`config.mk`:
```
export PLATFORM = sky130hd
export DESIGN_NAME = flash_cmd_regs
export DESIGN_NICKNAME = d
export VERILOG_FILES = /design/src/rtl/flash_cmd_pkg.sv /design/src/rtl/flash_cmd_ctrl.sv /design/src/rtl/flash_cmd_dp.sv /design/src/rtl/flash_cmd_regs.sv
export SDC_FILE = /design/constraint.sdc
export NUM_CORES = 1
export LEC_CHECK = 0
export BUFFER_PORTS_ARGS = -buffer_cell sky130_fd_sc_hd__buf_4
export CAP_MARGIN = 15
export CORE_UTILIZATION = 48
export DETAILED_ROUTE_END_ITERATION = 8
export PLACE_DENSITY = 0.82
export SETUP_SLACK_MARGIN = 0.15
export SLEW_MARGIN = 20
export SYNTH_ARGS = -nofsm -noshare
export SYNTH_HDL_FRONTEND = slang
export SYNTH_SLANG_ARGS = --single-unit
```
`constraint.sdc`:
```
create_clock -name clk -period 2.8 [get_ports clk]
set_input_delay 0.14 -clock clk [delete_from_list [all_inputs] [get_ports clk]]
set_output_delay 0.14 -clock clk [all_outputs]
set_load 0.02 [all_outputs]
```
`src/rtl/flash_cmd_pkg.sv`:
```
package flash_cmd_pkg;
  parameter int SFR_DW = 8;
  parameter int SFR_AW = 8;

  // strobes from the control half to the register half
  typedef struct packed {
    logic              ldPage;
    logic [SFR_DW-1:0] pageData;
    logic              ldPwe;
    logic              ctlPwe;
    logic              ldCtl;
    logic              ctlMeen;
    logic              ctlSecure;
    logic              clrMeen;
    logic              pageGo;
    logic              massGo;
  } ctlStrobe_t;
endpackage

```
`src/rtl/flash_cmd_ctrl.sv`:
```
module flash_cmd_ctrl
  import flash_cmd_pkg::*;
#(
  parameter logic [SFR_AW-1:0] CMD_ADDR  = 8'h94,
  parameter logic [SFR_AW-1:0] PAGE_ADDR = 8'hB7,
  parameter logic [SFR_AW-1:0] CTL_ADDR  = 8'hB2,
  parameter logic [SFR_DW-1:0] KEY_PAGE  = 8'h55,
  parameter logic [SFR_DW-1:0] KEY_MASS  = 8'hAA,
  parameter int PWE_BIT  = 0,
  parameter int MEEN_BIT = 1,
  parameter int SEC_BIT  = 6
) (
  input  logic              clk,
  input  logic              rstN,
  input  logic              sfrWrEn,
  input  logic [SFR_AW-1:0] sfrAddr,
  input  logic [SFR_DW-1:0] sfrWrData,
  input  logic              intrEnable,
  input  logic              debugEnable,
  input  logic              flashBusy,
  input  logic              meenCur,
  output ctlStrobe_t        strobe
);
  logic wrCmd, wrPage, wrCtl;
  logic keyPage, keyMass;
  logic pageArm;

  assign wrCmd   = sfrWrEn && (sfrAddr == CMD_ADDR);
  assign wrPage  = sfrWrEn && (sfrAddr == PAGE_ADDR);
  assign wrCtl   = sfrWrEn && (sfrAddr == CTL_ADDR);
  assign keyPage = wrCmd && (sfrWrData == KEY_PAGE);
  assign keyMass = wrCmd && (sfrWrData == KEY_MASS);

  // page arm: set by a page-register write, consumed by every page key
  always_ff @(posedge clk) begin
    if (!rstN)        pageArm <= 1'b0;
    else if (wrPage)  pageArm <= 1'b1;
    else if (keyPage) pageArm <= 1'b0;
  end

  always_comb begin
    strobe           = '0;
    strobe.ldPage    = wrPage;
    strobe.pageData  = sfrWrData;
    strobe.ldPwe     = wrCtl && !intrEnable;
    strobe.ctlPwe    = sfrWrData[PWE_BIT];
    strobe.ldCtl     = wrCtl;
    strobe.ctlMeen   = sfrWrData[MEEN_BIT];
    strobe.ctlSecure = sfrWrData[SEC_BIT];
    strobe.clrMeen   = keyMass;
    strobe.pageGo    = keyPage && pageArm && !flashBusy;
    strobe.massGo    = keyMass && meenCur && debugEnable && !flashBusy;
  end
endmodule

```
`src/rtl/flash_cmd_dp.sv`:
```
module flash_cmd_dp
  import flash_cmd_pkg::*;
#(
  parameter logic [SFR_AW-1:0] CMD_ADDR  = 8'h94,
  parameter logic [SFR_AW-1:0] PAGE_ADDR = 8'hB7,
  parameter logic [SFR_AW-1:0] CTL_ADDR  = 8'hB2,
  parameter int PWE_BIT  = 0,
  parameter int MEEN_BIT = 1,
  parameter int SEC_BIT  = 6,
  localparam int PAGE_W  = SFR_DW - 1
) (
  input  logic              clk,
  input  logic              rstN,
  input  ctlStrobe_t        strobe,
  input  logic [SFR_AW-1:0] sfrAddr,
  input  logic              xdataWrEn,
  output logic [SFR_DW-1:0] sfrRdData,
  output logic              flashWrStrobe,
  output logic              xramWrStrobe,
  output logic              pageEraseReq,
  output logic              massEraseReq,
  output logic [PAGE_W-1:0] erasePage,
  output logic              pweCur,
  output logic              meenCur,
  output logic              secureCur
);
  logic [SFR_DW-1:0] pageReg;
  logic [SFR_DW-1:0] ctlView;

  assign flashWrStrobe = xdataWrEn && pweCur;
  assign xramWrStrobe  = xdataWrEn && !pweCur;

  always_ff @(posedge clk) begin
    if (!rstN) begin
      pageReg      <= '0;
      pweCur       <= 1'b0;
      meenCur      <= 1'b0;
      secureCur    <= 1'b0;
      pageEraseReq <= 1'b0;
      massEraseReq <= 1'b0;
      erasePage    <= '0;
    end else begin
      if (strobe.ldPage) pageReg <= strobe.pageData;
      // a flash byte write clears the enable ahead of any control write
      if (flashWrStrobe)     pweCur <= 1'b0;
      else if (strobe.ldPwe) pweCur <= strobe.ctlPwe;
      if (strobe.clrMeen)    meenCur <= 1'b0;
      else if (strobe.ldCtl) meenCur <= strobe.ctlMeen;
      if (strobe.ldCtl && strobe.ctlSecure) secureCur <= 1'b1;
      pageEraseReq <= strobe.pageGo;
      massEraseReq <= strobe.massGo;
      if (strobe.pageGo) erasePage <= pageReg[SFR_DW-1:1];
    end
  end

  always_comb begin
    ctlView           = '0;
    ctlView[PWE_BIT]  = pweCur;
    ctlView[MEEN_BIT] = meenCur;
    ctlView[SEC_BIT]  = secureCur;
  end

  always_comb begin
    unique case (sfrAddr)
      PAGE_ADDR: sfrRdData = pageReg;
      CTL_ADDR:  sfrRdData = ctlView;
      CMD_ADDR:  sfrRdData = '0;
      default:   sfrRdData = '0;
    endcase
  end
endmodule

```
`src/rtl/flash_cmd_regs.sv`:
```
module flash_cmd_regs
  import flash_cmd_pkg::*;
#(
  parameter logic [SFR_AW-1:0] CMD_ADDR  = 8'h94,
  parameter logic [SFR_AW-1:0] PAGE_ADDR = 8'hB7,
  parameter logic [SFR_AW-1:0] CTL_ADDR  = 8'hB2,
  parameter logic [SFR_DW-1:0] KEY_PAGE  = 8'h55,
  parameter logic [SFR_DW-1:0] KEY_MASS  = 8'hAA,
  localparam int PAGE_W = SFR_DW - 1
) (
  input  logic              clk,
  input  logic              rstN,
  input  logic              sfrWrEn,
  input  logic [SFR_AW-1:0] sfrAddr,
  input  logic [SFR_DW-1:0] sfrWrData,
  output logic [SFR_DW-1:0] sfrRdData,
  input  logic              intrEnable,
  input  logic              debugEnable,
  input  logic              flashBusy,
  input  logic              xdataWrEn,
  output logic              flashWrStrobe,
  output logic              xramWrStrobe,
  output logic              pageEraseReq,
  output logic              massEraseReq,
  output logic [PAGE_W-1:0] erasePage,
  output logic              progWrEnable,
  output logic              secureOut
);
  ctlStrobe_t strobe;
  logic meenCur;

  flash_cmd_ctrl #(
    .CMD_ADDR(CMD_ADDR), .PAGE_ADDR(PAGE_ADDR), .CTL_ADDR(CTL_ADDR),
    .KEY_PAGE(KEY_PAGE), .KEY_MASS(KEY_MASS)
  ) u_ctrl (
    .clk(clk), .rstN(rstN), .sfrWrEn(sfrWrEn), .sfrAddr(sfrAddr),
    .sfrWrData(sfrWrData), .intrEnable(intrEnable), .debugEnable(debugEnable),
    .flashBusy(flashBusy), .meenCur(meenCur), .strobe(strobe)
  );

  flash_cmd_dp #(
    .CMD_ADDR(CMD_ADDR), .PAGE_ADDR(PAGE_ADDR), .CTL_ADDR(CTL_ADDR)
  ) u_dp (
    .clk(clk), .rstN(rstN), .strobe(strobe), .sfrAddr(sfrAddr),
    .xdataWrEn(xdataWrEn), .sfrRdData(sfrRdData),
    .flashWrStrobe(flashWrStrobe), .xramWrStrobe(xramWrStrobe),
    .pageEraseReq(pageEraseReq), .massEraseReq(massEraseReq),
    .erasePage(erasePage), .pweCur(progWrEnable), .meenCur(meenCur),
    .secureCur(secureOut)
  );
endmodule

```
Yosys cells after proc, flatten, opt, wreduce, memory -nomap -nowiden
Cells that the tools add are included.
{ "totals": {"regBits": 21, "latchBits": 0, "ramBits": 0, "mem_bits_ro": 0, "inputBits": 23, "output_inout_bits": 21, "wordCells": 37, "mem_count": 0} }
{ "classes": {"n_addsub": 0, "multipliers": 0, "div": 0, "n_lt_le_gt_ge": 0, "n_eq_ne": 5, "shift": 0, "n_mux": 3, "n_bitwise": 1, "reduce_logical": 20} }
{ "ops": {"columns": ["op", "count"], "rows": [
  ["8-bit equality test, second input constant", 4],
  ["8-bit one-hot mux with 2 select lines", 1],
  ["1-bit logical AND", 14],
  ["8-bit by 7-bit equality test with 1-bit output, second input constant", 1],
  ["2-bit OR reduction", 2],
  ["1-bit logical NOT", 3],
  ["1-bit 2-to-1 mux", 2],
  ["2-bit nonzero test", 1],
  ["1-bit NOT", 1]
]} }

Logic depth before layout (Yosys ltp)
Gate-level depths: netlist of run 1.
{ "logic_depth": {"ltp_word": 6, "ltp_mapped": 5, "depth_no_buf": 4} }

Hierarchy
From an unflattened synthesis of run 1, not the netlist that was laid out.
{ "hier_totals": {"cells_unflattened": 125, "hier_area_um2": 1174.9} }
{ "by_module_without_submodules": {"columns": ["mod", "n_inst", "cells_per_inst", "area_per_inst_um2"], "rows": [
  ["flash_cmd_dp", 1, 86, 864.6],
  ["flash_cmd_ctrl", 1, 39, 310.3]
]} }

Worst setup path after synthesis of run 1
OpenSTA, ideal clock, no wires.
{ "synth_timing": {"kind": "input to register", "from": "in sfrAddr[5]", "to": "reg u_dp.erasePage[0]", "setup_time_ns": 0.072, "arrival_time_ns": 1.594, "required_ns": 2.728, "slack_ns": 1.134, "stages": 5, "n_path_buf": 1, "cell_sequence": "or4b_1 -> or3_4 -> nor4b_4 -> buf_6 -> mux2i_1"} }
{ "synth_via": {"elab_chain_len": 5} }
{ "synth_rtl": {"columns": ["element", "line", "rtl"], "rows": [
  ["start: declaration", "flash_cmd_regs.sv:14", "input logic [SFR_AW-1:0] sfrAddr,"],
  ["8-bit equality test", "flash_cmd_ctrl.sv:28", "assign wrCmd = sfrWrEn && (sfrAddr == CMD_ADDR);"],
  ["1-bit logical AND", "flash_cmd_ctrl.sv:28", null],
  ["1-bit logical AND", "flash_cmd_ctrl.sv:31", "assign keyPage = wrCmd && (sfrWrData == KEY_PAGE);"],
  ["1-bit logical AND (2 in series)", "flash_cmd_ctrl.sv:51", "strobe.pageGo = keyPage && pageArm && !flashBusy;"],
  ["end signal: assignment", "flash_cmd_dp.sv:52", "if (strobe.pageGo) erasePage <= pageReg[SFR_DW-1:1];"],
  ["end: declaration", "flash_cmd_dp.sv:22", "output logic [PAGE_W-1:0] erasePage,"]
]} }
Every way passes these cells.
A chain may end at the register's enable or synchronous reset.

Final worst setup path of run 1
Ends and elaborated chain as after synthesis.

==> impl_metrics.toml, run 1 <==
[layout]
nFillCells = 143
multi_input_area_um2 = 509
syn2layout_area_growth_pct = 38.3
nNetsFinal = 175
diodes = 0
drive_gt1_share_pct = 34.4
post-route-util_pct = 74.0
regArea_um2 = 420

[power_and_ir_drop]
netSwitchingPower_mw = 0.109
intPower_mw = 0.381
p_leak_nw = 0.549
power_density_nw_per_um2 = 368
clock_power_share_pct = 29.1
seqPwrFrac_pct = 61.0
comb_power_share_pct = 9.9
peakVddDrop_uv = 406
switching_share_pct = 22.3

[setup_path]
required_ps = 3030
crit_path_start_kind = "primary input"
arrival_ps = 2030
startpoint = "sfrAddr[5]"
end_kind = "flop"
reg2reg_from = "u_ctrl.pageArm"
crit_type = "in -> reg"
cp_max_fo = 8

[yosys]
ys_seq_elements = 21
syn_inst = 107
yosys_warnings = 0
ys_types = 27
yosysSeqAreaShare_pct = 43.6
synth.avg_cell_area_um2 = 9.00
syn_nets = 130
synthesis.area_um2 = 963

[clock_network]
cts_sinks = 21
cts_tree = "built"
clock_latency_ps = 290
ctsResizeCount = 0
root_buffer = "clkbuf_4"
cts_hold_buf = 0
cts_buffers = 3
h-tree-depth = 1
cts.clk_slew.worst_paths_ps = 110
post_cts_buffers = 0
cts_max_path_buffers = 2

[floorplanning]
die_width_um = 46.8
initial_core_util_pct = 53.5
rows = 15
die_y_um = 46.8
design.core.area_um2 = 1800
ios = 44
dieArea_um2 = 2190

[global_routing]
grt.total_usage_pct = 22.8
grt.overflow.total = 0
grt_pass1_vias = 827
antenna_found_initial = 0
grt_pass1_wl_mm = 3.57
grt_max_degree = 31

[placement]
hpwl_mm = 1.77
port_buffers = 43
place.gp.congestion = 0.842

[route]
ant_nets = 0
detail_route.wl_per_cell_um = 13.0
viasPerCell = 5.34
routed_wl_mm = 2.29
num_vias = 940
drc = 0
drtIter0Drc = 12
drt_pass1_iterations = 4

[sta]
maxSlewViolCount = 0
max_freq_mhz = 557
hold_violations = 0
finalCritPeriodShare_pct = 64.2
setup_violations = 0
tightest_slew_ps = 657
rsz0062_at_grt = "no"
relSlewSlack_pct = 56.0
period_needed_ps = 1800
skew_ps = 2.94
setup_tns_ps = 0

[min_path]
worstHoldPathType = "in -> reg"
hp-start = "sfrWrData[7]"

[run]
drv_cap = 0

[status]
run_status = "complete, no violations"
[area by class of cell]
class / instances / share of cell area [%]
clock buffer: 4 / 1.97
multi-input combinational: 79 / 38.2
timing repair buffer: 45 / 25.4
inverter: 2 / 0.563
sequential: 21 / 31.5
tap: 25 / 2.35
[metal layers]
| layer | track usage (%) | up-vias | routed length (um) |
|---|---|---|---|
| met4 | 9.14 | 0 | 14 |
| met1 | 29.5 | 441 | 963 |
| met3 | 3.85 | 2 | 94 |
| met2 | 38.1 | 27 | 1210 |
| met5 | 0 | - | 0 |
| li1 | - | 470 | - |
[cells in the final DEF, fill, tap and decap left out]
| cell type | count |
|---|---|
| buf_4 | 45 |
| dfxtp_1 | 21 |
| nand2_1 | 19 |
| mux2i_1 | 9 |
| nand3_1 | 9 |
| and2_1 | 7 |
| o21ai_0 | 5 |
| o21ai_1 | 4 |
| nor3_1 | 3 |
| a22o_1 | 3 |
| nor4bb_1 | 3 |
| clkbuf_4 | 3 |
| inv_1 | 2 |
| nor4_1 | 2 |
| nor2b_1 | 2 |
| nor2_1 | 2 |
| nand4bb_1 | 1 |
| or2_2 | 1 |
| or4b_1 | 1 |
| or3_4 | 1 |
| nor4b_4 | 1 |
| a21oi_1 | 1 |
| nand4_1 | 1 |
| nor3b_1 | 1 |
| nand4b_1 | 1 |
| nor4_2 | 1 |
| o211ai_1 | 1 |
| clkbuf_1 | 1 |
[power groups by stage]
stage | sequential, mW | combinational, mW | clock [mW]
2_1_floorplan | 0.306 | 0.0157 | 0
3_3_place_gp | 0.306 | 0.0467 | 0
3_5_place_dp | 0.306 | 0.0479 | 0
4_1_cts | 0.299 | 0.0481 | 0.148
5_1_grt | 0.299 | 0.0521 | 0.157
6_report | 0.299 | 0.0485 | 0.142
[critical path, stage by stage]
cell	delay (ps)
buf_4	120
or4b_1	510
or3_4	380
nor4b_4	630
mux2i_1	250
[flip-flops by register name, indices dropped and copies added, names as in the netlist]
name / count
u_ctrl.pageArm: 1
u_dp.erasePage: 7
u_dp.massEraseReq: 1
u_dp.meenCur: 1
u_dp.pageEraseReq: 1
u_dp.pageReg: 8
u_dp.pweCur: 1
u_dp.secureCur: 1
[cell families after synthesis]
logic type / synth area share [%]
DFF: 43.6
buffers and inverters: 3.51
AOI/OAI and AO/OA: 8.70
muxes: 9.35
and+or+nand+nor: 34.8
[cells in the mapped netlist]
master	instances	area share, %
nor3_1	3	1.6
nor4_1	2	1.3
and2_1	7	4.5
o21ai_1	4	2.1
nor2_1	2	0.78
nand3_1	9	4.7
o211ai_1	1	0.78
or4b_1	1	1.0
or3_4	1	1.2
nor2b_1	2	1.3
nand2_1	19	7.4
a22o_1	3	2.7
nand4bb_1	1	1.2
nor3b_1	1	0.78
buf_6	1	1.2
nor4_2	1	1.3
mux2i_1	9	9.4
dfxtp_1	21	44
clkbuf_1	4	1.6
nand4_1	1	0.65
nor4b_4	1	2.5
nor4bb_1	3	3.1
nand4b_1	1	0.91
inv_1	2	0.78
a21oi_1	1	0.52
o21ai_0	5	2.6
or2_2	1	0.65
[final timing paths]
check | to | slack, ps | depth (start not counted)
worst max-delay path | u_dp.erasePage[0] | 1000 | 5
worst max register to register | u_dp.erasePage[0] | 1570 | 2
worst min-delay path | u_dp.pageReg[7] | 80 | 3
worst min register to register | u_dp.erasePage[2] | 470 | 2
[per-stage QoR]
stage	hold slack, ps	total power [mW]	setup slack [ps]	instance area, um^2	std cells
3_3_place_gp	377	0.352	732	1310	172
3_5_place_dp	389	0.354	666	1310	172
6_report	79.6	0.490	1000	1330	176
5_1_grt	90.2	0.509	928	1330	176
2_1_floorplan	270	0.321	1130	963	107
4_1_cts	69.8	0.495	996	1330	176
Note: power is estimated with default switching activity, not from simulation.
==> run 2, diff against run 1 <==
Settings changed: ABC_AREA set to 1, CORE_UTILIZATION 48 to 43, PLACE_DENSITY 0.82 to 0.75.
Clock period 2.8 ns to 1.5 ns, I/O delays scaled along.
==> impl_metrics.toml, run 2 <==
[layout]
multi_input_area_um2 = 546
final_common_cell = "nor2_1"
regArea_um2 = 420
nFillCells = 236
nNetsFinal = 248
syn2layout_area_growth_pct = 35.5
post-route-util_pct = 61.7
diodes = 0
largest_reg_flops = 8
top_register = "u_dp.pageReg"
top_regs = "u_dp.pageReg: 8 flops, u_dp.erasePage: 7 flops"
drive_gt1_share_pct = 25.4
final_cells = 254
layout_common_cells = "nor2_1 (46), buf_4 (44), nand2_1 (40)"

[clock_network]
cts.clk_slew.worst_paths_ps = 110
h-tree-depth = 1
cts_sinks = 21
cts_tree = "built"
cts_buffers = 3
cts_max_path_buffers = 2
root_buffer = "clkbuf_4"
clock_latency_ps = 300
post_cts_buffers = 0

[sta]
max_freq_mhz = 857
finalCritPeriodShare_pct = 77.8
skew_ps = 0.952
tightest_slew_ps = 402
setup_slack_ps = 332
setup_violations = 0
relSlewSlack_pct = 73.1
maxSlewViolCount = 0
hold_violations = 0
rsz0062_at_grt = "no"
period_needed_ps = 1170
setup_tns_ps = 0
hold_slack_ps = 16.2

[setup_path]
crit_path_start_kind = "flop"
crit_type = "reg -> out"
required_ps = 1420
end_kind = "output pin"
arrival_ps = 1090
cp_max_fo = 4

[yosys]
ys_types = 18
netlist.area_leader.share_pct = 37.6
synthTopCellsByArea = "dfxtp_1 (38%), nor2_1 (15%), nand2_1 (14%)"
syn_inst = 176
ys_top_cells_by_count = "nor2_1 (46), nand2_1 (41), inv_1 (32)"
syn_nets = 199
yosysSeqAreaShare_pct = 37.6
ys_seq_elements = 21
synth.avg_cell_area_um2 = 6.35
synthesis.area_um2 = 1120
yosys_warnings = 0
synth_edf_count = 0
synth_top_area_cell = "dfxtp_1"
synth_flop_cell = "dfxtp_1"
post-synth-top-count-cell = "nor2_1"
synth-async-reset-ratio_pct = 0

[floorplanning]
design.core.area_um2 = 2450
ios = 44
initial_core_util_pct = 45.5
die_width_um = 53.0
rows = 18
dieArea_um2 = 2810
die_y_um = 53.0

[route]
viasPerCell = 4.60
routed_wl_mm = 2.46
drc = 0
num_vias = 1169
detail_route.wl_per_cell_um = 9.67
drt_pass1_iterations = 4
ant_nets = 0
drtIter0Drc = 25

[status]
run_status = "complete, no violations"

[global_routing]
grt_pass1_vias = 1036
antenna_found_initial = 0
grt_max_degree = 19
grt.total_usage_pct = 21.5
grt.overflow.total = 0
grt_pass1_wl_mm = 4.46

[power_and_ir_drop]
p_leak_nw = 0.768
power_density_nw_per_um2 = 616
peakVddDrop_uv = 491

[placement]
hpwl_mm = 1.93
post-place-cells = 247
port_buffers = 43
pre_cts_ws_ps = 257
place.gp.congestion = 0.747

[min_path]
worstHoldPathType = "in -> reg"

[run]
drv_cap = 0
==> run 2: cell types whose count changed after synthesis, sizes merged, moves of 4 or more <==
cell / previous run / this run
and2: 7 / 0
clkbuf: 4 / 0
inv: 2 / 33
mux2i: 9 / 0
nand2: 19 / 41
nand4: 1 / 9
nor2: 2 / 50
o21ai: 9 / 2
==> run 2: worst paths after layout <==
path | from | to | slack (ps) | depth (start not counted)
setup reg to reg | u_ctrl.pageArm | u_dp.erasePage[5] | 480 | 7
hold reg to reg | u_ctrl.pageArm | u_ctrl.pageArm | 470 | 2
setup / recovery | u_dp.pweCur | sfrRdData[0] | 330 | 3
hold / removal | sfrWrData[3] | u_dp.pageReg[3] | 20 | 3
==> run 2: stage by stage <==
step	power [mW]	area [um^2]
2_1_floorplan	0.611	1120
3_3_place_gp	0.670	1460
3_5_place_dp	0.672	1460
4_1_cts	0.944	1490
5_1_grt	0.981	1510
6_report	0.933	1510
==> run 2: cells by family after synthesis <==
| logic type | synth area share, % |
|---|---|
| AOI/OAI and AO/OA | 2.35 |
| DFF | 37.6 |
| buffers and inverters | 13.8 |
| and+or+nand+nor | 46.2 |
==> run 2: timing repair <==
item	CTS	global route
endpoints found under the setup margin	0	2
gates resized for setup	0	1
hold endpoints to repair	1	2
hold buffers	1	2
==> run 2: area by class of cell <==
class	instances	share of cell area [%]
clock buffers	4	1.74
repair buffers	47	23.8
inverters	33	8.18
flip-flops and latches	21	27.8
multi-input cells	119	36.0
well taps	30	2.48
==> run 2: report_power, final <==
part           switching (mW)  total, mW  leakage (nW)  internal, mW
registers            0.000218      0.558         0.169         0.558
logic                  0.0523      0.108         0.584        0.0554
clock network           0.163      0.267        0.0150         0.104
==> run 2: per-layer routing <==
layer	up-vias	global-route usage (%)	share of wire, %
met5	-	0	0
met4	0	5.26	0.41
met3	2	6.03	4.8
met2	28	35.9	49
met1	508	27.0	46
li1	631	-	-
==> run 2: critical path: stages (launching register included) <==
cell     delay [ps]
dfxtp_1         380
inv_1            70
o22ai_1         170
buf_4           170
==> run 3, diff against run 2 <==
Clock period 1.5 ns to 1 ns, I/O delays scaled along.
==> impl_metrics.toml, run 3 (same netlist as run 2, synthesis figures left out) <==
[sta]
setup_violations = 24
hold_violations = 0
setup_slack_ps = -119
maxSlewViolCount = 0
period_needed_ps = 1120
skew_ps = 6.75
setup_tns_ps = -1030
rsz0062_at_grt = "yes"
tightest_slew_ps = 289
finalCritPeriodShare_pct = 112
max_freq_mhz = 894
hold_slack_ps = 8.91
relSlewSlack_pct = 80.7

[floorplanning]
die_y_um = 53.0
design.core.area_um2 = 2450
die_width_um = 53.0
initial_core_util_pct = 45.5
dieArea_um2 = 2810
rows = 18
ios = 44

[layout]
nNetsFinal = 281
largest_reg_flops = 8
top_regs = "u_dp.pageReg: 8 flops, u_dp.erasePage: 7 flops"
syn2layout_area_growth_pct = 96.3
final_common_cell = "buf_4"
post-route-util_pct = 89.3
layout_common_cells = "buf_4 (41), nand2_1 (32), nor2_1 (28), buf_6 (28), dfxtp_2 (18)"
nFillCells = 108
drive_gt1_share_pct = 61.5
fin_area_um2 = 2190
top_register = "u_dp.pageReg"
diodes = 0

[global_routing]
grt.overflow.total = 0
grt_max_degree = 19
grt.total_usage_pct = 28.3
antenna_found_initial = 0
grt_pass1_vias = 1324
grt_pass1_wl_mm = 5.77

[route]
viasPerCell = 5.41
highest_layer = "met4"
routed_wl_mm = 4.97
num_vias = 1553
wl_met2_mm = 2.64
drc = 0
drt-met1-wl_mm = 1.82
detail_route.wl_per_cell_um = 17.3
drt_pass1_iterations = 4
ant_nets = 0
drtIter0Drc = 63
wl_met3_um = 329

[setup_path]
crit_type = "reg -> reg"
reg2reg_from = "u_ctrl.pageArm"
required_ps = 1240
end_kind = "flop"
slowest_stage = "dfxtp_2"
slowest_delay_ps = 360
crit_path_start_kind = "flop"
worst-r2r-setup-slack_ps = -120
crit_chain = "inv_2 > nor2_4 > nand3_4 > nand2_1 > inv_1 > nor2_1"
arrival_ps = 1360
rr_worst_depth = 6
cp_max_fo = 8
timing.rr.end = "u_dp.erasePage[4]"

[clock_network]
h-tree-depth = 1
cts.clk_slew.worst_paths_ps = 140
clock_latency_ps = 310
cts_buffers = 3
cts_tree = "built"
root_buffer = "clkbuf_4"
cts_max_path_buffers = 2
cts_sinks = 21

[status]
violations = "setup timing"
run_status = "finished with violations"

[power_and_ir_drop]
power_density_nw_per_um2 = 709
p_leak_nw = 0.972
peakVddDrop_uv = 684

[placement]
port_buffers = 43
pre_cts_ws_ps = -141
hpwl_mm = 2.26
placed_cell_area_um2 = 1630
place.gp.congestion = 0.825

[min_path]
hold_depth = 3
hp-start = "sfrWrData[0]"
worstHoldPathType = "in -> reg"
min_to = "u_dp.pweCur"

[run]
drv_cap = 0
run 3: cell types whose count changed in the layout (fill, tap and decap cells not counted), moves of 6 or more:
cell	previous run	this run
nor2_2	2	11
nand2_1	40	32
nor2_1	46	28
nor2_4	2	11
inv_1	32	16
nand3_4	1	7
inv_2	1	13
dfxtp_1	21	2
buf_6	0	28
nand2_2	1	8
dfxtp_2	0	18
run 3: cell type report:
cell class              instances  area [um^2]  area share (%)
flip-flops and latches         21          447            20.4
inverters                      33          144            6.56
well taps                      30         37.5            1.71
clock buffers                   3         22.5            1.03
multi-input cells             121          795            36.2
repair buffers                 78          743            33.9
clock inverters                 1         5.00           0.228
run 3: repair_timing:
action | CTS | global route
cloned | 0 | 2
buffers inserted | 13 | 9
pin swaps | 21 | 21
gates resized for setup | 48 | 49
hold buffers | 4 | 1
endpoints found under the hold margin | 4 | 1
endpoints found under the setup margin | 24 | 40
run 3: worst max-delay path by stage:
stage	from	cells past startpoint	slack [ps]	end
final	u_ctrl.pageArm	6	-120	u_dp.erasePage[4]
after global routing	u_ctrl.pageArm	6	-180	u_dp.erasePage[4]
after CTS	u_dp.pweCur	3	-60	sfrRdData[0]
after detailed placement	sfrAddr[6]	7	-140	sfrRdData[6]
after global placement	sfrAddr[6]	7	-100	sfrRdData[1]
after floorplan	sfrAddr[6]	7	90	u_dp.pageReg[0]
run 3: where the power goes:
group          switching [mW]  internal (mW)  leakage [nW]  total, mW
registers            0.000708          0.834         0.179      0.835
logic                   0.141          0.138         0.775      0.279
clock network           0.292          0.149        0.0177      0.442
run 3: routing by layer:
layer	global-route usage [%]	vias up
met3	4.89	22
met2	53.4	98
met4	9.21	0
met5	0	-
met1	31.5	730
li1	-	703
run 3: stage by stage:
stage / instances / power, mW
final: 287 / 1.56
after global routing: 287 / 1.60
after CTS: 275 / 1.49
after detailed placement: 254 / 1.04
after global placement: 254 / 1.04
after floorplan: 176 / 0.926
run 3: worst max-delay path: cells and delay by family, from the launching register on:
kind / cells / cell delay (ps)
simple gates: 4 / 580
buf+inv: 2 / 100
flops: 1 / 360
